$ cat config.mk
export PLATFORM = sky130hd
export DESIGN_NAME = beat_splitter
export DESIGN_NICKNAME = d
export VERILOG_FILES = /design/src/rtl/beat_split_pkg.sv /design/src/rtl/chunk_sizer.sv /design/src/rtl/lowest_lane.sv /design/src/rtl/split_ctrl.sv /design/src/rtl/beat_splitter.sv
export SDC_FILE = /design/constraint.sdc
export NUM_CORES = 1
export LEC_CHECK = 0
export CORE_ASPECT_RATIO = 1.75
export CORE_MARGIN = 2
export CORE_UTILIZATION = 45
export DETAILED_ROUTE_END_ITERATION = 8
export DONT_BUFFER_PORTS = 1
export SYNTH_ARGS = -nofsm -noshare
export SYNTH_HDL_FRONTEND = slang
export SYNTH_SLANG_ARGS = --single-unit
$ cat constraint.sdc
create_clock -name clk_i -period 2.1 [get_ports clk_i]
set_input_delay 0.315 -clock clk_i [delete_from_list [all_inputs] [get_ports clk_i]]
set_output_delay 0.315 -clock clk_i [all_outputs]
set_load 0.005 [all_outputs]
$ cat src/rtl/beat_split_pkg.sv
package beat_split_pkg;
  localparam int LANES = 4;
  localparam int OFF_W = $clog2(LANES);

  typedef enum logic [1:0] {
    SZ_BYTE = 2'd0,
    SZ_HALF = 2'd1,
    SZ_WORD = 2'd2
  } cyc_size_e;

  typedef enum logic [1:0] {
    ST_IDLE  = 2'd0,
    ST_ISSUE = 2'd1,
    ST_FIN   = 2'd2
  } split_state_e;

  function automatic logic [LANES-1:0] size_mask(input logic [1:0] sz);
    case (sz)
      SZ_WORD: size_mask = 4'b1111;
      SZ_HALF: size_mask = 4'b0011;
      default: size_mask = 4'b0001;
    endcase
  endfunction
endpackage

$ cat src/rtl/chunk_sizer.sv
module chunk_sizer
  import beat_split_pkg::*;
(
  input  logic [LANES-1:0] en_i,
  input  logic [1:0]       width_i,
  output logic [1:0]       size_o
);
  logic [1:0] cap;

  always_comb begin
    if (width_i[1])      cap = SZ_WORD;
    else if (width_i[0]) cap = SZ_HALF;
    else                 cap = SZ_BYTE;
  end

  // only aligned enable patterns earn a wide chunk
  always_comb begin
    case (en_i)
      4'b1111:         size_o = cap;
      4'b0011,
      4'b1100:         size_o = (cap == SZ_BYTE) ? SZ_BYTE : SZ_HALF;
      default:         size_o = SZ_BYTE;
    endcase
  end
endmodule

$ cat src/rtl/lowest_lane.sv
module lowest_lane #(
  parameter int N     = 4,
  localparam int IDX_W = $clog2(N)
) (
  input  logic [N-1:0]     mask_i,
  output logic [IDX_W-1:0] idx_o
);
  always_comb begin
    idx_o = '0;
    for (int i = N - 1; i >= 0; i--) begin
      if (mask_i[i]) idx_o = IDX_W'(i);
    end
  end
endmodule

$ cat src/rtl/split_ctrl.sv
module split_ctrl
  import beat_split_pkg::*;
#(
  parameter int ADDR_W = 32
) (
  input  logic              clk_i,
  input  logic              rst_ni,
  input  logic              beat_valid_i,
  input  logic [ADDR_W-3:0] beat_word_i,
  input  logic [LANES-1:0]  en_i,
  input  logic [1:0]        chunk_i,
  input  logic [OFF_W-1:0]  low_i,
  input  logic              cyc_ack_i,
  output logic [LANES-1:0]  rem_o,
  output logic              beat_ready_o,
  output logic              cyc_req_o,
  output logic [ADDR_W-1:0] cyc_addr_o,
  output logic [1:0]        cyc_size_o,
  output logic [LANES-1:0]  cyc_lanes_o
);
  split_state_e            state_q;
  logic [LANES-1:0]        rem_q;
  logic [ADDR_W-3:0]       word_q;
  logic [1:0]              size_q;
  logic [LANES-1:0]        rem_next;

  assign cyc_lanes_o = size_mask(size_q) << low_i;
  assign rem_next    = rem_q & ~cyc_lanes_o;

  always_ff @(posedge clk_i or negedge rst_ni) begin
    if (!rst_ni) begin
      state_q <= ST_IDLE;
      rem_q   <= '0;
      word_q  <= '0;
      size_q  <= SZ_BYTE;
    end else begin
      case (state_q)
        ST_IDLE: if (beat_valid_i) begin
          word_q  <= beat_word_i;
          size_q  <= chunk_i;
          rem_q   <= en_i;
          state_q <= (en_i == '0) ? ST_FIN : ST_ISSUE;
        end
        ST_ISSUE: if (cyc_ack_i) begin
          rem_q <= rem_next;
          if (rem_next == '0) state_q <= ST_FIN;
        end
        default: state_q <= ST_IDLE;
      endcase
    end
  end

  assign rem_o        = rem_q;
  assign cyc_req_o    = (state_q == ST_ISSUE);
  assign beat_ready_o = (state_q == ST_FIN);
  assign cyc_addr_o   = {word_q, low_i};
  assign cyc_size_o   = size_q;
endmodule

$ cat src/rtl/beat_splitter.sv
module beat_splitter
  import beat_split_pkg::*;
#(
  parameter int ADDR_W = 32
) (
  input  logic              clk_i,
  input  logic              rst_ni,
  input  logic              beat_valid_i,
  output logic              beat_ready_o,
  input  logic [ADDR_W-3:0] beat_word_i,
  input  logic [3:0]        beat_be_ni,
  input  logic [1:0]        max_width_i,
  output logic              cyc_req_o,
  input  logic              cyc_ack_i,
  output logic [ADDR_W-1:0] cyc_addr_o,
  output logic [1:0]        cyc_size_o,
  output logic [3:0]        cyc_lanes_o
);
  logic [LANES-1:0] en;
  logic [LANES-1:0] rem;
  logic [1:0]       chunk;
  logic [OFF_W-1:0] low;

  assign en = ~beat_be_ni;

  chunk_sizer u_sizer (
    .en_i    (en),
    .width_i (max_width_i),
    .size_o  (chunk)
  );

  lowest_lane #(.N(LANES)) u_low (
    .mask_i (rem),
    .idx_o  (low)
  );

  split_ctrl #(.ADDR_W(ADDR_W)) u_ctrl (
    .clk_i        (clk_i),
    .rst_ni       (rst_ni),
    .beat_valid_i (beat_valid_i),
    .beat_word_i  (beat_word_i),
    .en_i         (en),
    .chunk_i      (chunk),
    .low_i        (low),
    .cyc_ack_i    (cyc_ack_i),
    .rem_o        (rem),
    .beat_ready_o (beat_ready_o),
    .cyc_req_o    (cyc_req_o),
    .cyc_addr_o   (cyc_addr_o),
    .cyc_size_o   (cyc_size_o),
    .cyc_lanes_o  (cyc_lanes_o)
  );
endmodule

==> run metrics, run 1 <==
status=completed; IO Pins=80; clock insertion delay at the later pin of the skew report=0.29 ns; final instance area=1890 um2; Max VDD drop=723 uV; # Post-CTS Setup Buffers=0; max-slew violations=0; Post-DP Area=1770 um2; root buffer cell=clkbuf_8; max_slew headroom=69.1%; final-stage net count=about 240; Max Cap Violations=0; fin crit period=1.98 ns; Crit path arrival time=1.67 ns; Post-Syn Area=1710 um2; Critical Path Sink Type=primary output; critical path class=reg -> out; final setup violation count=0; Post-Place Cells=234; Slew @ Worst Pin=between 0.4 and 0.5 ns; fin cells=244; die height=85.5 um; clock-pin slew on the worst setup and hold paths=0.08 ns; hold_ws=approximately 0.11 ns; WL final=3.77 mm; Die ar.=4320 um2; Pleak=0.965 nW; setup TNS=0 ns; CTS buffer count=5; synth-to-layout area growth=10.8%; TritonRoute pass-1 iters=4; vias in the first global route=about 1,400; Antenna Violating Nets Remaining=0; Die X-Extent=50.6 um; via-per-instance ratio=5.49; Unique masters post-synth=31; cell taking the most area after synthesis=dfrtp_1; initial antenna violation count=0; Critical-path top delay cell=dfrtp_1; Placement Rows=29; fmax=505 MHz; Core ar.=3630 um2; Pwr Density=1490 nW/um2; CTS tree=yes; CP max stage delay=0.43 ns; net count after synthesis=233; Critical Path Fanout Max=5; Initial Util=47.1%; RSZ-0062 raised after global routing=false; vias=1,339; clk sink count=38; layout cells sized above 1=under 10%; WP data required=1.78 ns; drt drc=0; CTS Hold Buffers Added=2; buffers added on ports=0; gpl congestion=roughly 0.83; Clock Tree Buf Depth=2; Hold WC Path Type=in -> reg; final hold violation count=0; htree depth=2; fillers=332; HPWL Detailed=2.79 mm; WP buf/inv=0; flops & latches, synth=38; synth top area cells=dfrtp_1 56%, nand2_1 20%, nor4bb_1 1.8%; register area share after synthesis=55.7%; Antenna Cells=0; period utilisation layout=94.3%; DRT iter0 DRCs=23; crit start category=register; first-pass GRT wire length=around 6.3 mm; family with the most delay on the worst path=flip-flops; Synth Area per Inst=around 9 um2; PostCTS Resize Cnt=0; GRT Util Overall=19.0%; Syn Inst Count=192; Clock Skews=0.00686 ns; synth warn=0; CP cell instances=ha_1 -> nor4bb_1 -> o21ba_2; grt ovf=0; post-DR wirelength/cell=approximately 15 um; post-synth top area share=55.7%; largest net degree at the start of global routing=39
cells in the mapped netlist, drive strengths merged:
library cell / instances
nor3b: 1
ha: 1
a211oi: 1
a21oi: 1
nor2: 4
o2bb2ai: 1
o21a: 1
nand2: 93
o41ai: 1
nand3b: 2
nor4bb: 3
nor2b: 2
o211ai: 2
and3b: 1
nand3: 3
or3b: 1
mux2i: 2
o21ba: 3
nor3: 2
nand2b: 2
o311ai: 1
o221ai: 1
o21ai: 6
dfrtp: 38
buf: 1
inv: 4
clkbuf: 8
o22ai: 2
a2bb2oi: 1
nand4: 2
a21o: 1
power by group:
| part | switching (mW) | internal (mW) | total (mW) |
|---|---|---|---|
| Combinational | 0.531 | 0.386 | 0.917 |
| Clock | 0.255 | 0.264 | 0.519 |
| Sequential | 0.322 | 1.07 | 1.39 |
| Total | 1.11 | 1.72 | 2.83 |
through the flow:
step                      total power, mW  utilization [%]  setup slack [ns]
after floorplan                      2.05                -             0.433
after global placement               2.26             48.7             0.463
after detailed placement             2.32             48.7             0.420
after CTS                            2.87             52.2             0.107
after global routing                 3.07             52.2           0.00567
final                                2.83             52.2             0.120
cells in the final DEF, fill, tap and decap left out, drive strengths merged, types with 3 or more instances in the layout:
master and n:
nand2 93, inv 4, dfrtp 38, o21ba 3, o21ai 6, buf 6, nor2 4, nor4bb 3
clkbuf 6, nand3 3
worst register-to-register path, cell delays in order (launching register included):
cell,delay (ns)
dfrtp_1,0.43
ha_1,0.36
nor4bb_1,0.37
buf_4,0.19
o21ai_0,0.08
o221ai_1,0.17
cell families (layout without fill, tap and decap cells):
logic type	Yosys count	in the layout	synth area share, %
adder cells (fa/ha/maj)	1	1	0.732
multiplexers	2	2	1.17
flip-flops	38	38	55.7
AND/OR/NAND/NOR	116	116	29.4
AO/OA/AOI/OAI	22	22	9.74
buffers and inverters	13	19	3.30
metal layers:
| layer | track usage (%) | vias to the layer above | routed length, um |
|---|---|---|---|
| li1 | - | 636 | - |
| met2 | 33.4 | 57 | 1960 |
| met1 | 20.5 | 640 | 1460 |
| met3 | 5.92 | 6 | 281 |
| met4 | 8.60 | 0 | 60 |
| met5 | 0 | - | 0 |
state kept, by name, indices dropped and copies added, names as in the netlist:
signal             count
u_ctrl.word_q         30
u_ctrl.rem_o           4
u_ctrl.cyc_size_o      2
u_ctrl.state_q         2
final timing paths:
check | cells past startpoint | from | to | slack (ns)
setup / recovery | 3 | u_ctrl.cyc_size_o[1] | cyc_lanes_o[3] | 0.12
hold reg to reg | 2 | u_ctrl.word_q[2] | u_ctrl.word_q[2] | 0.51
setup reg to reg | 5 | u_ctrl.cyc_size_o[1] | u_ctrl.rem_o[3] | 0.43
hold / removal | 1 | beat_be_ni[1] | u_ctrl.rem_o[1] | 0.11
min in group asynchronous | 2 | rst_ni | u_ctrl.state_q[0] | 0.47
max in group asynchronous | 2 | rst_ni | u_ctrl.word_q[23] | 1.42
layout make-up:
class	count	area (um2)	area share (%)
flip-flops and latches	38	951	50.2
multi-input cells	141	707	37.3
clock buffers	6	82.6	4.36
repair buffers	7	67.6	3.57
well taps	46	57.6	3.04
inverters	4	15.0	0.793
clock inverters	2	12.5	0.661
No activity file was read; power rests on OpenSTA's default activity.
==> inputs of run 2 (changes only) <==
--- a/config.mk
+++ b/config.mk
@@ -10,6 +10,7 @@
 export CORE_UTILIZATION = 45
 export DETAILED_ROUTE_END_ITERATION = 8
 export DONT_BUFFER_PORTS = 1
+export SKIP_LAST_GASP = 1
 export SYNTH_ARGS = -nofsm -noshare
 export SYNTH_HDL_FRONTEND = slang
 export SYNTH_SLANG_ARGS = --single-unit
==> constraint.sdc (replaced) <==
create_clock -name clk_i -period 2.1 [get_ports clk_i]
set_input_delay 0 -clock clk_i [delete_from_list [all_inputs] [get_ports clk_i]]
set_output_delay 0 -clock clk_i [all_outputs]
set_load 0.005 [all_outputs]
==> run 2 against run 1 <==
Sequential cell count did not move. Global-route usage rose by 2.7 points. Clock skew fell by 0.0040 ns. Via count rose by 11%. Setup slack got worse by 0.0051 ns. Combinational power rose by 7.7%. Worst hold slack got worse by 0.024 ns. Critical path depth rose by 1. Non-clock buffer count rose by 37. First-iteration DRC count rose by 48%. Die area did not move. Fmax fell by 0.26%. Largest cell class unchanged. Highest routed layer unchanged.
==> run metrics, run 2 (same netlist as run 1, synthesis figures left out) <==
root buffer cell=clkbuf_8 (unchanged); TritonRoute pass-1 iters=5 (was 4); Max VDD drop=675 uV (was 723 uV); fin cells=280 (was 244); post-layout util=62.9% (was 52.2%); clk sink count=38 (unchanged); Int Pwr=1.88 mW (was 1.72 mW); final setup violation count=0 (unchanged); Die X-Extent=50.6 um (unchanged); PostCTS Resize Cnt=0 (unchanged); first-pass GRT wire length=7.13 mm (was 6.31 mm); commonest non-fill, non-tap cell in the layout=nand2_1 (unchanged); critical path class=reg -> reg (was reg -> out); buffers added on ports=0 (unchanged); Critical Path Sink Type=register (was primary output); Core ar.=3630 um2 (unchanged); commonest cells after routing, fill and taps aside=93 x nand2_1, 39 x dlygate4sd3_1, 38 x dfrtp_1 (was 93 x nand2_1, 38 x dfrtp_1, 6 x o21ai_0, 6 x clkbuf_8, 5 x buf_4); met3 usage=6.27% (was 5.92%); WL final=4.29 mm (was 3.77 mm); Die ar.=4320 um2 (unchanged); setup TNS=0 ns (unchanged); IO Pins=80 (unchanged); DRT iter0 DRCs=34 (was 23); clock insertion delay at the later pin of the skew report=0.28 ns (was 0.29 ns); met2 GRT Util=38.2% (was 33.4%); post-DR wirelength/cell=15.3 um (was 15.4 um); WP data required=2.32 ns (was 1.78 ns); Placement Rows=29 (unchanged); Slew @ Worst Pin=0.546 ns (was 0.461 ns); RSZ-0062 raised after global routing=false (unchanged); clock power share=20.6% (was 18.3%); Critical Path Fanout Max=18 (was 5); die height=85.5 um (unchanged); vias=1,486 (was 1,339); final setup margin=0.115 ns (was 0.120 ns); final hold violation count=0 (unchanged); # Post-CTS Setup Buffers=0 (unchanged); status=completed (unchanged); net switching power=1.12 mW (was 1.11 mW); Clock Tree Buf Depth=2 (unchanged); fillers=300 (was 332); initial antenna violation count=0 (unchanged); GR Layer Usage met1=23.3% (was 20.5%); htree depth=2 (unchanged); Flop pwr share=46.5% (was 49.3%); clock-pin slew on the worst setup and hold paths=0.07 ns (was 0.08 ns); Comb power frac=32.9% (was 32.4%); GRT Max-Usage Layer=met2 (unchanged); Pwr Density=1310 nW/um2 (was 1490 nW/um2); Initial Util=47.1% (unchanged); max_slew headroom=63.1% (was 69.1%); Crit path arrival time=2.21 ns (was 1.67 ns); Pleak=1.13 nW (was 0.965 nW); CTS tree=yes (unchanged); Top reg by flops=u_ctrl.word_q (unchanged); CTS buffer count=5 (unchanged); DP Worst Slack=0.354 ns (was 0.420 ns); final-stage net count=275 (was 238); synth-to-layout area growth=33.7% (was 10.8%); HPWL Detailed=2.74 mm (was 2.79 mm); crit start category=register (unchanged); Clock Skews=0.00289 ns (was 0.00686 ns); gpl congestion=0.841 (was 0.825); Antenna Cells=0 (unchanged); CTS Hold Buffers Added=40 (was 2); Post-Place Cells=233 (was 234); fmax=504 MHz (was 505 MHz); Hold WC Path Type=in -> reg (unchanged); grt ovf=0 (unchanged); Antenna Violating Nets Remaining=0 (unchanged); fin crit period=1.99 ns (was 1.98 ns); drt drc=0 (unchanged); period utilisation layout=94.5% (was 94.3%); via-per-instance ratio=5.31 (was 5.49); layout cells sized above 1=7.26% (was 9.60%); largest net degree at the start of global routing=39 (unchanged); Max Cap Violations=0 (unchanged); Switching Share=37.3% (was 39.2%); vias in the first global route=1,565 (was 1,416); max-slew violations=0 (unchanged); Largest register FFs=30 (unchanged); GRT Util Overall=21.7% (was 19.0%)
==> run 2: changes by cell type in the layout (fill, tap and decap cells not counted), sizes merged <==
cell         before  now
buf               6    5
bufinv            0    1
clkinv            1    0
clkinvlp          1    0
dlygate4sd3       1   39
==> run 2: path summary, 6_finish.rpt <==
| kind | depth (start not counted) | startpoint | slack, ns | to |
|---|---|---|---|---|
| worst max-delay path | 4 | u_ctrl.state_q[0] | 0.11 | u_ctrl.cyc_size_o[1] |
| worst min-delay path | 3 | beat_be_ni[1] | 0.08 | u_ctrl.cyc_size_o[0] |
| worst max register to register | 4 | u_ctrl.state_q[0] | 0.11 | u_ctrl.cyc_size_o[1] |
| worst min register to register | 2 | u_ctrl.word_q[2] | 0.50 | u_ctrl.word_q[2] |
| max in group asynchronous | 2 | rst_ni | 1.72 | u_ctrl.state_q[0] |
| min in group asynchronous | 2 | rst_ni | 0.18 | u_ctrl.rem_o[3] |
==> run 2: per-layer routing <==
metal | wire length [um] | vias up | share of wire (%)
met1 | 1600 | 706 | 37
met3 | 281 | 11 | 6.6
met5 | 0 | - | 0
met4 | 108 | 0 | 2.5
li1 | - | 704 | -
met2 | 2300 | 65 | 54
==> run 2: cell type report <==
class	instances	area, um2	area share, %
sequential	38	951	41.6
multi-input combinational	141	707	31.0
timing repair buffer	44	440	19.3
clock buffer	6	82.6	3.62
tap	46	57.6	2.52
clock inverter	1	30.0	1.32
inverter	4	15.0	0.658
==> run 2: worst max-delay path, cell delays in order (launching register included) <==
cell and delay (ns):
dfrtp_1 0.45, or3b_1 0.43, buf_4 0.21, o41ai_2 0.26, dlygate4sd3_1 0.58
==> run 2: per-stage QoR <==
step,instance area [um2],hold slack (ns),total power [mW]
2_1_floorplan,1710,-0.296,2.05
3_3_place_gp,1760,-0.295,2.25
3_5_place_dp,1760,-0.295,2.30
4_1_cts,2280,0.0732,3.03
5_1_grt,2280,0.128,3.24
6_report,2280,0.0832,3.00
==> run 2: power by group through the flow <==
| stage | clock, mW | sequential (mW) | combinational (mW) |
|---|---|---|---|
| finish | 0.620 | 1.40 | 0.988 |
| global route | 0.667 | 1.44 | 1.13 |
| CTS | 0.647 | 1.40 | 0.982 |
| detailed placement | 0 | 1.40 | 0.899 |
| global placement | 0 | 1.40 | 0.849 |
| floorplan | 0 | 1.30 | 0.749 |
